## src/rtl/fpcu_pkg.sv

```systemverilog
package fpcu_pkg;
    localparam int CTRL_W = 8;
    localparam int FLAG_W = 5;
    localparam int NIB_W  = 4;

    typedef enum logic [1:0] {
        RND_NEAR = 2'd0,
        RND_ZERO = 2'd1,
        RND_UP   = 2'd2,
        RND_DOWN = 2'd3
    } rnd_e;

    // bit 7 ftz, bits 6:2 masks, bits 1:0 rounding
    typedef struct packed {
        logic       ftz;
        logic [4:0] xmask;
        rnd_e       rnd;
    } ctrl_t;

    typedef enum logic {
        WR_WHOLE  = 1'b0,
        WR_NIBBLE = 1'b1
    } wr_mode_e;

    localparam ctrl_t CTRL_RST = '{ftz: 1'b0, xmask: 5'h1F, rnd: RND_NEAR};

    function automatic logic [CTRL_W-1:0] merge_ctrl(
        input logic [CTRL_W-1:0] old_v,
        input logic [CTRL_W-1:0] new_v,
        input wr_mode_e          mode,
        input logic              sel
    );
        logic [CTRL_W-1:0] r;
        r = old_v;
        if (mode == WR_WHOLE) begin
            r = new_v;
        end else if (sel) begin
            r[CTRL_W-1:NIB_W] = new_v[CTRL_W-1:NIB_W];
        end else begin
            r[NIB_W-1:0] = new_v[NIB_W-1:0];
        end
        return r;
    endfunction
endpackage

```

## src/rtl/fpcu_ctrl_reg.sv

```systemverilog
module fpcu_ctrl_reg
    import fpcu_pkg::*;
(
    input  logic              clk,
    input  logic              rst,
    input  logic              wr_en,
    input  wr_mode_e          wr_mode,
    input  logic              wr_sel,
    input  logic [CTRL_W-1:0] wr_data,
    output ctrl_t             ctrl_o
);
    logic [CTRL_W-1:0] ctrl_q;

    always_ff @(posedge clk) begin
        if (rst) begin
            ctrl_q <= CTRL_RST;
        end else if (wr_en) begin
            ctrl_q <= merge_ctrl(ctrl_q, wr_data, wr_mode, wr_sel);
        end
    end

    assign ctrl_o = ctrl_t'(ctrl_q);

    // whole write lands completely
    p_whole_write_r2: assert property (@(posedge clk) disable iff (rst)
        (wr_en && wr_mode == WR_WHOLE) |=> ctrl_q == $past(wr_data));
    // field write leaves the other nibble alone
    p_nibble_keep_r3: assert property (@(posedge clk) disable iff (rst)
        (wr_en && wr_mode == WR_NIBBLE && !wr_sel) |=>
            ctrl_q[CTRL_W-1:NIB_W] == $past(ctrl_q[CTRL_W-1:NIB_W]));
    p_nibble_keep_hi_r3: assert property (@(posedge clk) disable iff (rst)
        (wr_en && wr_mode == WR_NIBBLE && wr_sel) |=>
            ctrl_q[NIB_W-1:0] == $past(ctrl_q[NIB_W-1:0]));
    // without a write the register holds
    p_hold_r12: assert property (@(posedge clk) disable iff (rst)
        !wr_en |=> $stable(ctrl_q));
endmodule

```

## src/rtl/fpcu_track.sv

```systemverilog
module fpcu_track #(
    parameter int CNT_W = 4
) (
    input  logic             clk,
    input  logic             rst,
    input  logic             issue_i,
    input  logic             done_i,
    output logic [CNT_W-1:0] cnt_o,
    output logic             full_o,
    output logic             empty_o,
    output logic             done_ok_o
);
    localparam logic [CNT_W-1:0] CNT_MAX = {CNT_W{1'b1}};

    logic [CNT_W-1:0] cnt_q;

    assign full_o    = (cnt_q == CNT_MAX);
    assign empty_o   = (cnt_q == '0);
    assign done_ok_o = done_i && !empty_o;

    always_ff @(posedge clk) begin
        if (rst) begin
            cnt_q <= '0;
        end else begin
            case ({issue_i, done_ok_o})
                2'b10:   cnt_q <= cnt_q + 1'b1;
                2'b01:   cnt_q <= cnt_q - 1'b1;
                default: cnt_q <= cnt_q;
            endcase
        end
    end

    assign cnt_o = cnt_q;

    // no issue accepted at the limit
    p_no_overflow_r10: assert property (@(posedge clk) disable iff (rst)
        (cnt_q == CNT_MAX) |=> cnt_q != '0);
    // an empty counter cannot be decremented
    p_no_underflow_r11: assert property (@(posedge clk) disable iff (rst)
        (cnt_q == '0 && !issue_i) |=> cnt_q == '0);
endmodule

```

## src/rtl/fpcu_status.sv

```systemverilog
module fpcu_status
    import fpcu_pkg::*;
(
    input  logic              clk,
    input  logic              rst,
    input  logic              merge_i,
    input  logic [FLAG_W-1:0] flags_i,
    input  logic              clr_i,
    output logic [FLAG_W-1:0] flags_o
);
    logic [FLAG_W-1:0] flags_q;
    logic [FLAG_W-1:0] base;

    always_comb begin
        base = clr_i ? '0 : flags_q;
        if (merge_i) begin
            base = base | flags_i;
        end
    end

    always_ff @(posedge clk) begin
        if (rst) flags_q <= '0;
        else     flags_q <= base;
    end

    assign flags_o = flags_q;

    // set flags stay set unless cleared
    p_sticky_r7: assert property (@(posedge clk) disable iff (rst)
        !clr_i |=> (flags_q & $past(flags_q)) == $past(flags_q));
    // clear without merge empties the register
    p_clear_r8: assert property (@(posedge clk) disable iff (rst)
        (clr_i && !merge_i) |=> flags_q == '0);
    // nothing changes without clear or merge
    p_quiet_r6: assert property (@(posedge clk) disable iff (rst)
        (!clr_i && !merge_i) |=> $stable(flags_q));
endmodule

```

## src/rtl/fp_ctrl_unit.sv

```systemverilog
module fp_ctrl_unit
    import fpcu_pkg::*;
#(
    parameter int CNT_W = 4
) (
    input  logic              clk,
    input  logic              rst,
    input  logic              ctrl_wr_en,
    input  logic              ctrl_wr_mode,
    input  logic              ctrl_wr_sel,
    input  logic [CTRL_W-1:0] ctrl_wr_data,
    output logic [CTRL_W-1:0] ctrl_rd_data,
    input  logic              op_valid,
    output logic              op_ready,
    output logic [CTRL_W-1:0] op_ctrl,
    input  logic              cmp_valid,
    input  logic [FLAG_W-1:0] cmp_flags,
    input  logic              st_clr,
    input  logic              st_rd_valid,
    output logic              st_rd_ready,
    output logic [FLAG_W-1:0] st_rd_data,
    output logic [CNT_W-1:0]  inflight
);
    ctrl_t ctrl_cur;
    logic  cnt_full, cnt_empty, done_ok, issue;

    fpcu_ctrl_reg u_ctrl (
        .clk     (clk),
        .rst     (rst),
        .wr_en   (ctrl_wr_en),
        .wr_mode (wr_mode_e'(ctrl_wr_mode)),
        .wr_sel  (ctrl_wr_sel),
        .wr_data (ctrl_wr_data),
        .ctrl_o  (ctrl_cur)
    );

    // issue barrier: a write in flight this cycle holds younger ops
    assign op_ready = !ctrl_wr_en && !cnt_full;
    assign issue    = op_valid && op_ready;
    assign op_ctrl  = ctrl_cur;
    assign ctrl_rd_data = ctrl_cur;

    fpcu_track #(.CNT_W(CNT_W)) u_track (
        .clk       (clk),
        .rst       (rst),
        .issue_i   (issue),
        .done_i    (cmp_valid),
        .cnt_o     (inflight),
        .full_o    (cnt_full),
        .empty_o   (cnt_empty),
        .done_ok_o (done_ok)
    );

    fpcu_status u_stat (
        .clk     (clk),
        .rst     (rst),
        .merge_i (done_ok),
        .flags_i (cmp_flags),
        .clr_i   (st_clr),
        .flags_o (st_rd_data)
    );

    assign st_rd_ready = cnt_empty;

    // no issue while a control write is presented
    p_barrier_r5: assert property (@(posedge clk) disable iff (rst)
        ctrl_wr_en |-> !op_ready);
    // granted status read implies nothing in flight
    p_drain_r9: assert property (@(posedge clk) disable iff (rst)
        (st_rd_valid && st_rd_ready) |-> inflight == '0);
    // a tag issued right after a write carries the written value
    p_tag_r4: assert property (@(posedge clk) disable iff (rst)
        (ctrl_wr_en && ctrl_wr_mode == 1'b0) |=> op_ctrl == $past(ctrl_wr_data));
endmodule

```

## config.mk

```make
export PLATFORM = sky130hd
export DESIGN_NAME = fp_ctrl_unit
export DESIGN_NICKNAME = d
export VERILOG_FILES = /design/src/rtl/fpcu_pkg.sv /design/src/rtl/fpcu_ctrl_reg.sv /design/src/rtl/fpcu_track.sv /design/src/rtl/fpcu_status.sv /design/src/rtl/fp_ctrl_unit.sv
export SDC_FILE = /design/constraint.sdc
export NUM_CORES = 1
export LEC_CHECK = 0
export CORE_UTILIZATION = 33
export CTS_CLUSTER_DIAMETER = 40
export CTS_CLUSTER_SIZE = 30
export DETAILED_ROUTE_END_ITERATION = 6
export PLACE_DENSITY = 0.74
export SETUP_SLACK_MARGIN = 0.4
export SYNTH_ARGS = -nofsm -noshare
export SYNTH_HDL_FRONTEND = slang
export SYNTH_HIERARCHICAL = 1
export SYNTH_SLANG_ARGS = --single-unit
```

## constraint.sdc

```tcl
create_clock -name clk -period 2.35 [get_ports clk]
set_input_delay 0.47 -clock clk [delete_from_list [all_inputs] [get_ports clk]]
set_output_delay 0.47 -clock clk [all_outputs]
set_load 0.03 [all_outputs]
```

; Yosys cells after proc, flatten, opt, wreduce, memory -nomap -nowiden
; Cells that the tools add are included.
; W data, S select, Z words.
[totals]
regBits = 17
inputBits = 22
elab_cells = 28
[op_classes]
add_sub_neg = 2
n_eq_ne = 5
muxes = 6
bitwise = 1
n_reduce_logical = 10
[ops]
columns = operator, count
row1 = $mux W5, 2
row2 = $mux W4, 2
row3 = $mux W8, 1
row4 = $pmux W4 S2, 1
row5 = $or A5 B5 Y5, 1
row6 = $add A4 B1 Y4 const B, 1
row7 = $eq A4 B4 Y1 const B, 1
row8 = $logic_not A4 Y1, 1
row9 = $reduce_and A2 Y1, 2
row10 = $sub A4 B1 Y4 const B, 1
row11 = $logic_and A1 B1 Y1, 3
row12 = $logic_not A1 Y1, 3
row13 = $eq A2 B1 Y1 const B, 1
row14 = $eq A2 B2 Y1 const B, 1
row15 = $ne A2 B1 Y1 const B, 1
row16 = $ne A2 B2 Y1 const B, 1
row17 = $reduce_bool A2 Y1, 1

; Logic depth before layout (Yosys ltp)
; Gate-level depths: netlist of run 1.
[depth]
word_depth = 6
mapped_depth = 10
mapped_depth_nobuf = 10

; Cells and area by module
; Netlist of run 1, hierarchy kept.
[modules_own_cells]
columns = module, instances, cells_per_inst, area_each_um2, seq_area_each_um2
row1 = fpcu_ctrl_reg, 1, 34, 334.1, 160.2
row2 = fpcu_track, 1, 32, 271.5, 80.1
row3 = fpcu_status, 1, 20, 175.2, 100.1
row4 = fp_ctrl_unit, 1, 10, 76.3, 0.0

; Worst setup path after synthesis of run 1
; Ideal clock, no wire load.
[synth_timing]
path_kind = reg-to-reg
from = register u_track.cnt_q[1] (netlist: u_track/cnt_o[1])
to = register u_track.cnt_q[3] (netlist: u_track/cnt_o[3])
setup_ps = 70
t_arrival_ps = 3258
required_time_ps = 2280
slack_ps = -977
path_stages_with_launch = 9
n_path_buf = 0
period_less_slack_ps = 3327
cell_sequence = dfxtp_1 -> nor4_1 -> nor2b_1 -> ha_1 -> ha_1 -> a21oi_1 -> a21oi_1 -> or4_1 -> a21oi_1
[synth_between]
elab_cells_between_ends = 13
classes_between = 2 x add/sub / 3 x eq/ne / 1 x mux / 7 x reduce/logical
[synth_lines]
columns = element, line
row1 = from (decl), fpcu_track.sv:15  ; logic [CNT_W-1:0] cnt_q;
row2 = from (signal assigned), fpcu_track.sv:26  ; 2'b10: cnt_q <= cnt_q + 1'b1;
row3 = from (signal assigned), fpcu_track.sv:27  ; 2'b01: cnt_q <= cnt_q - 1'b1;
row4 = from (signal assigned), fpcu_track.sv:28  ; default: cnt_q <= cnt_q;
row5 = $logic_not A4 Y1 *, fpcu_track.sv:18  ; assign empty_o = (cnt_q == '0);
row6 = via st_rd_ready, fp_ctrl_unit.sv:20  ; output logic st_rd_ready,
row7 = $logic_not A1 Y1 *, fpcu_track.sv:19  ; assign done_ok_o = done_i && !empty_o;
row8 = $logic_and A1 B1 Y1 *, fpcu_track.sv:19
row9 = via done_ok, fp_ctrl_unit.sv:25  ; logic cnt_full, cnt_empty, done_ok, issue;
row10 = $eq A2 B1 Y1 / $eq A2 B2 Y1 (equally long branches), fpcu_track.sv:25  ; case ({issue_i, done_ok_o})
row11 = $pmux W4 S2 / $reduce_bool A2 Y1 (equally long branches), -
; Mark *: on every way through the listed nets, which the timed path passes. The rest lies on a longest branch.
; A chain may end at the register's enable or synchronous reset.

; Worst setup path in the final report of run 1
[layout_timing]
from = input ctrl_wr_en
to = register u_track.cnt_q[3] (netlist: u_track/cnt_o[3])
[layout_between]
elab_chain_len = 5
elab_cells_between_ends = 7
classes_between = 2 x eq/ne / 1 x mux / 4 x reduce/logical
[layout_lines]
columns = element, line
row1 = from (decl), fp_ctrl_unit.sv:8  ; input logic ctrl_wr_en,
row2 = $logic_not A1 Y1 *, fp_ctrl_unit.sv:38  ; assign op_ready = !ctrl_wr_en && !cnt_full;
row3 = $logic_and A1 B1 Y1 *, fp_ctrl_unit.sv:38
row4 = $logic_and A1 B1 Y1 *, fp_ctrl_unit.sv:39  ; assign issue = op_valid && op_ready;
row5 = via issue, fp_ctrl_unit.sv:25
row6 = $eq A2 B1 Y1 / $eq A2 B2 Y1 (equally long branches), fpcu_track.sv:25
row7 = $pmux W4 S2 / $reduce_bool A2 Y1 (equally long branches), -
; Marked as above.

==> results of run 1 <==
[registers in the layout (all words and copies together) (netlist names)]
name            cells
u_track/cnt_o       4
u_ctrl/ctrl_o       8
u_stat/flags_o      5
[repair_timing]
item | CTS | global route
gates resized for setup | 6 | 3
pin swaps | 5 | 0
hold endpoints to repair | 0 | 0
cloned | 0 | 0
setup endpoints to repair | 5 | 5
setup buffers | 2 | 0
[worst max path at each step]
stage	start	endpoint	slack, ns	depth (start not counted)
after floorplan	u_track/cnt_o[0]	u_track/cnt_o[3]	-0.05	8
after global placement	ctrl_wr_en	u_track/cnt_o[3]	-0.10	9
after detailed placement	ctrl_wr_en	u_track/cnt_o[3]	-0.13	9
after CTS	op_valid	u_track/cnt_o[3]	0.20	9
after global routing	ctrl_wr_en	u_track/cnt_o[3]	0.13	9
final	ctrl_wr_en	u_track/cnt_o[3]	0.18	9
[cells by family (layout without fill, tap and decap cells)]
logic type / count (synthesis) / in the layout / synth area share
xor+xnor: 2 / 2 / 0.0204
mux: 6 / 6 / 0.0701
compound gates: 15 / 15 / 0.120
simple gates: 37 / 37 / 0.223
flops: 17 / 17 / 0.397
fa+ha+maj: 4 / 4 / 0.0672
buf+inv: 15 / 64 / 0.102
[synth_stat cells]
master,n
nor3_1,2
nor4_1,1
a21oi_1,12
inv_1,5
nor2b_1,1
nand3_2,1
fa_1,1
nor3b_2,1
xor2_1,2
and4_2,1
buf_4,8
or4_1,1
buf_2,1
o31ai_1,1
ha_1,3
nand2b_1,7
nor2_1,16
dfxtp_1,17
a21boi_4,1
and3_1,1
clkbuf_1,1
o21ai_4,1
nand2_1,5
mux2i_1,6
[area by class of cell]
class | count | share of cell area
Clock buffer | 3 | 0.0157
Clock inverter | 1 | 0.00349
Inverter | 5 | 0.0131
Multi-Input combinational cell | 64 | 0.335
Sequential cell | 17 | 0.241
Tap cell | 30 | 0.0262
Timing Repair Buffer | 55 | 0.365
[report_power, final]
part           total [mW]  switching [mW]  internal [mW]
Combinational       0.825           0.429          0.396
Clock               0.156          0.0926         0.0632
Sequential          0.424          0.0713          0.352
[metal layers]
| layer | share of wire | GRT usage | wire [um] |
|---|---|---|---|
| met1 | 0.43 | 0.170 | 914 |
| met2 | 0.47 | 0.300 | 1010 |
| met3 | 0.090 | 0.0546 | 191 |
| met4 | 0.0098 | 0.101 | 21 |
| met5 | 0 | 0 | 0 |
[critical path, cell delays in order]
cell and delay (ns):
clkdlybuf4s50_1 0.44, nor3b_2 0.16, inv_1 0.08, ha_4 0.18, ha_4 0.25, a21oi_2 0.17, a21oi_2 0.07, or4_1 0.46
a21oi_1 0.13
==> metrics.md, run 1 <==
| Metric | Value |
|---|---|
| CTS Buf Count | `3` |
| Reg2Reg Setup Slack | `0.21 ns` |
| Crit path max fanout | `3` |
| Htree depth | `1` |
| Vias in the first global route | `around 800` |
| Fin Clk Skew | `0.00863 ns` |
| Top Ports | `49` |
| GRT Util Overall | `0.169` |
| CTS Hold Bufs | `0` |
| Cell Rows | `18` |
| Synth-to-layout area growth | `67.4%` |
| PnR worst setup slack | `0.179 ns` |
| Fmax achieved | `461 MHz` |
| Cell leakage power | `approximately 0.56 nW` |
| Largest net degree at the start of global routing | `17` |
| Total iterations of the first detailed-routing run | `4` |
| Hold_ws | `0.479 ns` |
| Dpl cells | `169` |
| Final setup fails | `0` |
| First-pass GRT wire length | `~3.3 mm` |
| CP Launch Type | `primary input` |
| Post-route setup TNS | `0 ns` |
| Hold Startpoint | `u_stat/flags_o[3]` |
| Synthesized cell area | `857 um^2` |
| FF-to-FF End | `u_track/cnt_o[3]` |
| Overflow after GRT | `0` |
| Worst Path Required | `between 2 and 3 ns` |
| CTS Sinks | `17` |
| MaxCap Viol Count | `0` |
| Die width | `53.0 um` |
| Ant diodes | `0` |
| Via count | `826` |
| Most frequent cells in the layout | `clkdlybuf4s50_1 (44), nor2_1 (16), dfxtp_1 (14)` |
| Worst-Margin Slew | `0.321 ns` |
| Commonest non-fill, non-tap cell in the layout | `clkdlybuf4s50_1` |
| Area of the multi-input gates | `roughly 480 um^2` |
| Pins Over Slew Limit | `0` |
| Final Cycle Share | `0.924` |
| CP Capture Type | `flop` |
| Worst path arrival time | `2.40 ns` |
| Status | `finished clean` |
| Detailed router's first-iteration violation count | `8` |
| Avg Synthesized Cell Area | `8.93 um^2` |
| Nets | `approximately 170` |
| Design Power | `around 1.4 mW` |
| Clk root buf | `clkbuf_4` |
| Unique cell type count in the Yosys netlist | `24` |
| Final hold violation count | `0` |
| Chip height | `53.0 um` |
| Final wirelength | `2.13 mm` |
| Rel. slew slack | `0.785` |
| Hold Path End | `u_stat/flags_o[3]` |
| Layout fillers | `226` |
| Die area | `2800 um^2` |
| Via/cell ratio | `4.72` |
| Pre-CTS setup slack | `-0.130 ns` |
| Clk Latency, worst-skew pair | `0.29 ns` |
| FF+latch count, synth | `17` |
| Post-detail-place hpwl | `1.61 mm` |
| Gpl congestion | `just under 0.8` |
| Top cell type's share of synthesized area | `0.397` |
| Worst r2r path cells | `9` |
| Top cells by area, synth | `dfxtp_1 (40%), a21oi_1 (7.0%), mux2i_1 (7.0%)` |
| Final core occ | `0.585` |
| Hold depth | `2` |
| # DRC | `0` |
| P per Cell Area | `979 nW/um^2` |
| Peak supply drop | `0.000896 V` |
| Core box area | `between 2000 and 2500 um^2` |
| Area leader, netlist | `dfxtp_1` |
| Syn Inst Count | `96` |
| WL per Instance | `12.2 um` |
| Final cell count without fillers | `175` |
| Dpl cell area | `1380 um^2` |
| Sequential fraction of the synthesis area | `0.397` |
| Net Count, Synth | `122` |
| Max Root-Sink Buffers | `2` |
| DRT antenna net count | `0` |
| Crit Path Class | `primary input to flop` |
| Share of cells above drive strength 1 | `0.186` |
| Final Critical Period | `2.17 ns` |
| Origin of the critical flop-to-flop path | `u_track/cnt_o[0]` |
| CTS tree | `yes` |
| Clock slew at reported path FFs | `0.11 ns` |
| Initial antenna violation count | `0` |
| RSZ-0062 raised after global routing | `true` |
| Initial core utilization | `0.349` |
| Register Area | `347 um^2` |
| Min-Delay Path Class | `flop to flop` |
| Warnings, synthesis | `6` |
| Final Cell Area | `1440 um^2` |
| Number of port buffers | `47` |
(Power assumes the default switching activity.)
==> run 2, diff against run 1 <==
--- a/config.mk
+++ b/config.mk
@@ -9,7 +9,9 @@
 export CTS_CLUSTER_DIAMETER = 40
 export CTS_CLUSTER_SIZE = 30
 export DETAILED_ROUTE_END_ITERATION = 6
+export HOLD_SLACK_MARGIN = 0.06
 export PLACE_DENSITY = 0.74
+export RECOVER_POWER = 25
 export SETUP_SLACK_MARGIN = 0.4
 export SYNTH_ARGS = -nofsm -noshare
 export SYNTH_HDL_FRONTEND = slang
==> constraint.sdc (replaced) <==
create_clock -name clk -period 2.35 [get_ports clk]
set_input_delay 0.47 -clock clk [delete_from_list [all_inputs] [get_ports clk]]
set_output_delay 0.47 -clock clk [all_outputs]
set_load 0.02 [all_outputs]
==> run 2 against run 1 <==
Against the previous run:
- utilization grew 2.1 points
- power grew 2.6%
- cell count grew 2.3%
- first-iteration DRC count grew 13%
- global-route usage shrank 1.3 points
- die area is the same
- highest routed layer is now met3
- non-clock buffer count grew 4
- worst hold slack lost 0.0028 ns
- via count grew 0.12%
==> metrics.md, run 2 (synthesis gave the netlist of run 1 again) <==
| Metric | Value |
|---|---|
| CTS Buf Count | `3 (unchanged)` |
| # DRC | `0 (unchanged)` |
| Initial core utilization | `0.349 (unchanged)` |
| Cell Rows | `18 (unchanged)` |
| Hold depth | `2 (unchanged)` |
| CP delay by family, top | `simple AND/OR/NAND/NOR gates (unchanged)` |
| CTS Sinks | `17 (unchanged)` |
| Final setup fails | `0 (unchanged)` |
| Most frequent cells in the layout | `clkdlybuf4s50_1 (41), nor2_1 (15), dfxtp_1 (14) (was clkdlybuf4s50_1 (44), nor2_1 (16), dfxtp_1 (14))` |
| Clk Latency, worst-skew pair | `0.28 ns (was 0.29 ns)` |
| DRT antenna net count | `0 (unchanged)` |
| Gpl congestion | `0.826 (was 0.786)` |
| WL per Instance | `12.4 um (was 12.2 um)` |
| Area of the multi-input gates | `497 um^2 (was 480 um^2)` |
| Dpl cell area | `1400 um^2 (was 1380 um^2)` |
| Ant diodes | `0 (unchanged)` |
| RSZ-0062 raised after global routing | `true (unchanged)` |
| Status | `finished clean (unchanged)` |
| Via/cell ratio | `4.62 (was 4.72)` |
| Synth-to-layout area growth | `73.6% (was 67.4%)` |
| Min-Delay Path Class | `flop to flop (unchanged)` |
| Peak supply drop | `0.000744 V (was 0.000896 V)` |
| Worst path arrival time | `2.43 ns (was 2.40 ns)` |
| Detailed router's first-iteration violation count | `9 (was 8)` |
| Crit path cell chain | `and4_4, nor3b_2, inv_1, ha_4, ha_4, nand3_2, and3_4, or4_1, a21oi_1 (was clkdlybuf4s50_1, nor3b_2, inv_1, ha_4, ha_4, a21oi_2, a21oi_2, or4_1, a21oi_1)` |
| Max incr delay on CP | `0.40 ns (was 0.46 ns)` |
| Post-detail-place hpwl | `1.59 mm (was 1.61 mm)` |
| Vias in the first global route | `773 (was 797)` |
| CP Launch Type | `flop (was primary input)` |
| Final core occ | `0.606 (was 0.585)` |
| Worst path slowest cell | `dfxtp_1 (was or4_1)` |
| Fmax achieved | `451 MHz (was 461 MHz)` |
| Final Cycle Share | `0.944 (was 0.924)` |
| Origin of the critical flop-to-flop path | `u_track/cnt_o[0] (unchanged)` |
| Commonest non-fill, non-tap cell in the layout | `clkdlybuf4s50_1 (unchanged)` |
| Cell leakage power | `0.582 nW (was 0.563 nW)` |
| Rel. slew slack | `0.529 (was 0.785)` |
| Hold Path End | `u_stat/flags_o[2] (was u_stat/flags_o[3])` |
| CP bufs+invs | `1 (was 2)` |
| Final hold violation count | `0 (unchanged)` |
| CTS tree | `yes (unchanged)` |
| GRT Util Overall | `0.156 (was 0.169)` |
| CP Capture Type | `flop (unchanged)` |
| First-pass GRT wire length | `3.25 mm (was 3.32 mm)` |
| Total iterations of the first detailed-routing run | `4 (unchanged)` |
| Worst path most repeated cell | `ha_4` |
| Die area | `2800 um^2 (unchanged)` |
| FF-to-FF End | `u_track/cnt_o[3] (unchanged)` |
| Fin Clk Skew | `0.00352 ns (was 0.00863 ns)` |
| Via count | `827 (was 826)` |
| Crit Path Class | `flop to flop (was primary input to flop)` |
| Clk root buf | `clkbuf_4 (unchanged)` |
| Hold Startpoint | `u_stat/flags_o[2] (was u_stat/flags_o[3])` |
| Max FFs per register | `8 (unchanged)` |
| Final Critical Period | `2.22 ns (was 2.17 ns)` |
| Share of cells above drive strength 1 | `0.201 (was 0.186)` |
| Max Root-Sink Buffers | `2 (unchanged)` |
| Worst Path Required | `2.56 ns (was 2.58 ns)` |
| Worst-Margin Slew | `0.698 ns (was 0.321 ns)` |
| Top Ports | `49 (unchanged)` |
| Number of port buffers | `47 (unchanged)` |
| Final wirelength | `2.21 mm (was 2.13 mm)` |
| Largest net degree at the start of global routing | `13 (was 17)` |
| Overflow after GRT | `0 (unchanged)` |
| MaxCap Viol Count | `0 (unchanged)` |
| Nets | `176 (was 172)` |
| Register Area | `352 um^2 (was 347 um^2)` |
| Initial antenna violation count | `0 (unchanged)` |
| Crit path max fanout | `5 (was 3)` |
| Pins Over Slew Limit | `0 (unchanged)` |
| Core box area | `2450 um^2 (unchanged)` |
| Final Cell Area | `1490 um^2 (was 1440 um^2)` |
| Htree depth | `1 (unchanged)` |
| Die width | `53.0 um (unchanged)` |
| P per Cell Area | `968 nW/um^2 (was 979 nW/um^2)` |
| Clock slew at reported path FFs | `0.09 ns (was 0.11 ns)` |
| Worst r2r path cells | `9 (unchanged)` |
| Chip height | `53.0 um (unchanged)` |
| Reg2Reg Setup Slack | `0.13 ns (was 0.21 ns)` |
| Layout fillers | `233 (was 226)` |
run 2: changes by cell type in the layout (fill, tap and decap cells not counted), moves of 2 or more:
cell / delta
clkbuf_1: +3
clkdlybuf4s50_1: -3
dfxtp_2: -2
dfxtp_4: +2
dlygate4sd2_1: +3
run 2: worst max path at each step:
stage               cells after the start  slack [ns]              from               end
finish                                  9        0.13  u_track/cnt_o[0]  u_track/cnt_o[3]
detailed placement                      9       -0.16        ctrl_wr_en  u_track/cnt_o[3]
floorplan                               8        0.06  u_track/cnt_o[0]  u_track/cnt_o[3]
global route                            8        0.07  u_track/cnt_o[0]  u_track/cnt_o[3]
CTS                                     9        0.21  u_track/cnt_o[0]  u_track/cnt_o[3]
global placement                        9        -0.1        ctrl_wr_en  u_track/cnt_o[3]
run 2: final cells by class:
type                            instances  area share
Clock buffer                            4      0.0177
Inverter                                5      0.0143
Multi-Input combinational cell         64       0.334
Sequential cell                        17       0.236
Tap cell                               30      0.0252
Timing Repair Buffer                   59       0.373
run 2: repair_timing:
item	4_1_cts	5_1_grt
hold buffers	0	0
gates cloned	0	0
pin swaps	0	4
hold endpoints to repair	0	0
endpoints found under the setup margin	5	3
resized for setup	10	10
buffers inserted	1	5
run 2: report_power, final:
group | internal [mW] | switching (mW)
combinational | 0.460 | 0.404
clock | 0.0658 | 0.0843
sequential | 0.355 | 0.0720
run 2: worst register-to-register path, stage by stage (launching register included):
cell	delay, ns
dfxtp_1	0.40
and4_4	0.21
nor3b_2	0.16
inv_1	0.08
ha_4	0.19
ha_4	0.29
nand3_2	0.09
and3_4	0.19
or4_1	0.39
a21oi_1	0.14
run 2: metrics by stage:
step | setup slack [ns] | setup TNS [ns] | power [mW] | hold WS [ns] | instances
finish | 0.132 | 0 | 1.44 | 0.476 | 179
global route | 0.0705 | 0 | 1.54 | 0.503 | 179
CTS | 0.212 | 0 | 1.38 | 0.480 | 174
detailed placement | -0.159 | -0.159 | 1.17 | 0.467 | 169
global placement | -0.0989 | -0.0989 | 1.15 | 0.460 | 169
floorplan | 0.0639 | 0 | 0.859 | 0.533 | 96
run 2: layer usage:
layer | up-vias | share of wire | track usage
li1 | 415 | - | -
met1 | 385 | 0.44 | 0.189
met2 | 27 | 0.52 | 0.272
met3 | 0 | 0.047 | 0.0402
met4 | 0 | 0 | 0.0395
met5 | - | 0 | 0
==> run 3, diff against run 2 <==
--- a/config.mk
+++ b/config.mk
@@ -5,12 +5,13 @@
 export SDC_FILE = /design/constraint.sdc
 export NUM_CORES = 1
 export LEC_CHECK = 0
-export CORE_UTILIZATION = 33
+export ABC_AREA = 1
+export CORE_UTILIZATION = 30
 export CTS_CLUSTER_DIAMETER = 40
 export CTS_CLUSTER_SIZE = 30
 export DETAILED_ROUTE_END_ITERATION = 6
 export HOLD_SLACK_MARGIN = 0.06
-export PLACE_DENSITY = 0.74
+export PLACE_DENSITY = 0.67
 export RECOVER_POWER = 25
 export SETUP_SLACK_MARGIN = 0.4
 export SYNTH_ARGS = -nofsm -noshare
==> run 3 against run 2 <==
Against the previous run:
- cell count increased by 15%
- the run now ends with DRC left
- critical path type is now primary input to flop
- worst setup slack improved by 0.24 ns
- utilization decreased by 6.2 points
==> metrics.md, run 3 <==
| Metric | Value |
|---|---|
| Status | `finished, violations left (was finished clean)` |
| Failing checks | `DRC` |
| Die area | `3210 um^2 (was 2800 um^2)` |
| DRT antenna net count | `0 (unchanged)` |
| Worst path arrival time | `2.17 ns (was 2.43 ns)` |
| Final hold violation count | `0 (unchanged)` |
| Via/cell ratio | `4.70 (was 4.62)` |
| Final setup fails | `0 (unchanged)` |
| Warnings, synthesis | `6 (unchanged)` |
| Avg Synthesized Cell Area | `7.35 um^2 (was 8.93 um^2)` |
| Top Ports | `49 (unchanged)` |
| Commonest non-fill, non-tap cell in the layout | `clkdlybuf4s50_1 (unchanged)` |
| Fmax achieved | `506 MHz (was 451 MHz)` |
| Top cells by area, synth | `dfxtp_1 (38%), nand2_1 (11%), inv_1 (7.5%) (was dfxtp_1 (40%), a21oi_1 (7.0%), mux2i_1 (7.0%))` |
| CTS Sinks | `17 (unchanged)` |
| Die width | `56.7 um (was 53.0 um)` |
| Crit path cell chain | `dlygate4sd3_1, inv_1, nor2_1, ha_4, ha_4, or2_1, nand3_1, nand3_1, nand2_1, inv_1 (was and4_4, nor3b_2, inv_1, ha_4, ha_4, nand3_2, and3_4, or4_1, a21oi_1)` |
| Register Area | `352 um^2 (unchanged)` |
| CTS Buf Count | `3 (unchanged)` |
| MaxCap Viol Count | `0 (unchanged)` |
| Min-Delay Path Class | `flop to flop (unchanged)` |
| CP bufs+invs | `3 (was 1)` |
| Area of the multi-input gates | `469 um^2 (was 497 um^2)` |
| Pins Over Slew Limit | `0 (unchanged)` |
| Fin Clk Skew | `0.00160 ns (was 0.00352 ns)` |
| Synth-to-layout area growth | `70.0% (was 73.6%)` |
| CP delay by family, top | `simple AND/OR/NAND/NOR gates (unchanged)` |
| P per Cell Area | `968 nW/um^2 (about the same)` |
| Synth async-reset ratio | `0 (unchanged)` |
| Crit Path Class | `primary input to flop (was flop to flop)` |
| Nets | `202 (was 176)` |
| Total iterations of the first detailed-routing run | `6 (was 4)` |
| Unique cell type count in the Yosys netlist | `19 (was 24)` |
| Final wirelength | `2.44 mm (was 2.21 mm)` |
| Overflow after GRT | `0 (unchanged)` |
| Worst-Margin Slew | `0.394 ns (was 0.698 ns)` |
| CP Capture Type | `flop (unchanged)` |
| Cell leakage power | `0.669 nW (was 0.582 nW)` |
| Most frequent cells in the layout | `clkdlybuf4s50_1 (43), nand2_1 (25), inv_1 (15) (was clkdlybuf4s50_1 (41), nor2_1 (15), dfxtp_1 (14))` |
| First-pass GRT wire length | `3.91 mm (was 3.25 mm)` |
| Max incr delay on CP | `0.53 ns (was 0.40 ns)` |
| CTS tree | `yes (unchanged)` |
| Cell Rows | `19 (was 18)` |
| Net Count, Synth | `148 (was 122)` |
| Vias in the first global route | `911 (was 773)` |
| EDFF count, synth | `0 (unchanged)` |
| Chip height | `56.7 um (was 53.0 um)` |
| Crit path max fanout | `3 (was 5)` |
| Area leader, netlist | `dfxtp_1 (unchanged)` |
| Final core occ | `0.544 (was 0.606)` |
| Sequential fraction of the synthesis area | `0.379 (was 0.397)` |
| Rel. slew slack | `0.737 (was 0.529)` |
| Top cell type's share of synthesized area | `0.379 (was 0.397)` |
| Ant diodes | `0 (unchanged)` |
| FF+latch count, synth | `17 (unchanged)` |
| Clk root buf | `clkbuf_4 (unchanged)` |
| Syn Inst Count | `122 (was 96)` |
| Detailed router's first-iteration violation count | `49 (was 9)` |
| Share of cells above drive strength 1 | `0.223 (was 0.201)` |
| # DRC | `15 (was 0)` |
| Largest net degree at the start of global routing | `12 (was 13)` |
| Max FFs per register | `8 (unchanged)` |
| WL per Instance | `11.8 um (was 12.4 um)` |
| Clk Latency, worst-skew pair | `0.28 ns (about the same)` |
| Core box area | `2810 um^2 (was 2450 um^2)` |
| Top post-synthesis cells by count | `nand2_1 (27), inv_1 (18), dfxtp_1 (17) (was dfxtp_1 (17), nor2_1 (16), a21oi_1 (12))` |
| Worst path slowest cell | `dlygate4sd3_1 (was dfxtp_1)` |
| Synthesized cell area | `897 um^2 (was 857 um^2)` |
| Via count | `969 (was 827)` |
| Ys flop type | `dfxtp_1 (unchanged)` |
| Max Root-Sink Buffers | `2 (unchanged)` |
| Gpl congestion | `0.827 (was 0.826)` |
| Peak supply drop | `0.000638 V (was 0.000744 V)` |
| Htree depth | `1 (unchanged)` |
| Initial core utilization | `0.320 (was 0.349)` |
| Post-detail-place hpwl | `1.75 mm (was 1.59 mm)` |
| RSZ-0062 raised after global routing | `true (unchanged)` |
| Clock slew at reported path FFs | `0.10 ns (was 0.09 ns)` |
| Most frequent cell after synthesis | `nand2_1 (was dfxtp_1)` |
| Post-route setup TNS | `0 ns (unchanged)` |
| Design Power | `1.48 mW (was 1.44 mW)` |
| Number of port buffers | `47 (unchanged)` |
| Initial antenna violation count | `0 (unchanged)` |
| GRT Util Overall | `0.148 (was 0.156)` |
| Final Cycle Share | `0.841 (was 0.944)` |
| Final Critical Period | `1.98 ns (was 2.22 ns)` |
| Worst Path Required | `2.54 ns (was 2.56 ns)` |
| Layout fillers | `265 (was 233)` |
| CP Launch Type | `primary input (was flop)` |
[run 3: where the power goes]
part           internal [mW]  total, mW  switching [mW]
Clock                 0.0630      0.151          0.0881
Sequential             0.362      0.417          0.0551
Combinational          0.461      0.908           0.447
Total                  0.886       1.48           0.590
[run 3: worst paths after layout]
check / from / endpoint / slack (ns) / depth (start not counted)
worst max-delay path: cmp_valid / u_track/cnt_o[3] / 0.37 / 10
worst min-delay path: u_stat/flags_o[2] / u_stat/flags_o[2] / 0.48 / 2
worst max register to register: u_track/cnt_o[1] / u_track/cnt_o[3] / 0.42 / 13
worst min register to register: u_stat/flags_o[2] / u_stat/flags_o[2] / 0.48 / 2
[run 3: cell type report]
type | instances | share of cell area
clock buffer | 3 | 0.0148
clock inverter | 1 | 0.00328
inverter | 20 | 0.0492
multi-input combinational | 76 | 0.308
sequential | 17 | 0.231
tap | 31 | 0.0254
timing repair buffer | 58 | 0.369
[run 3: cell families (layout without fill, tap and decap cells)]
kind of cell	count (synthesis)	after routing	synth area share
AND/OR/NAND/NOR	60	60	0.319
buffers and inverters	29	82	0.163
flip-flops	17	17	0.379
AO/OA/AOI/OAI	11	11	0.0642
adder cells (fa/ha/maj)	4	4	0.0642
XOR/XNOR	1	1	0.00976
[run 3: per-stage QoR]
| step | cell area (um^2) | setup WS, ns | std cells | hold slack (ns) |
|---|---|---|---|---|
| 5_1_grt | 1530 | 0.270 | 206 | 0.496 |
| 3_3_place_gp | 1370 | 0.100 | 193 | 0.450 |
| 4_1_cts | 1460 | 0.350 | 200 | 0.476 |
| 3_5_place_dp | 1370 | 0.0839 | 193 | 0.460 |
| 2_1_floorplan | 921 | 0.371 | 122 | 0.525 |
| 6_report | 1530 | 0.373 | 206 | 0.475 |
[run 3: worst min-delay path, stage by stage (launching register included)]
cell     delay (ns)
dfxtp_1        0.33
nand2_1        0.06
a21oi_1        0.05
[run 3: routing by layer]
layer	vias up	GRT usage	wire length [um]
li1	484	-	-
met1	437	0.166	989
met2	48	0.291	1190
met3	0	0.0346	260
met4	0	0.0107	0
met5	-	0	0
[run 3: repair_timing]
action	4_1_cts	5_1_grt
pin swaps	3	8
setup endpoints to repair	5	5
gates resized for setup	10	9
buffers inserted	3	6
hold buffers	0	0
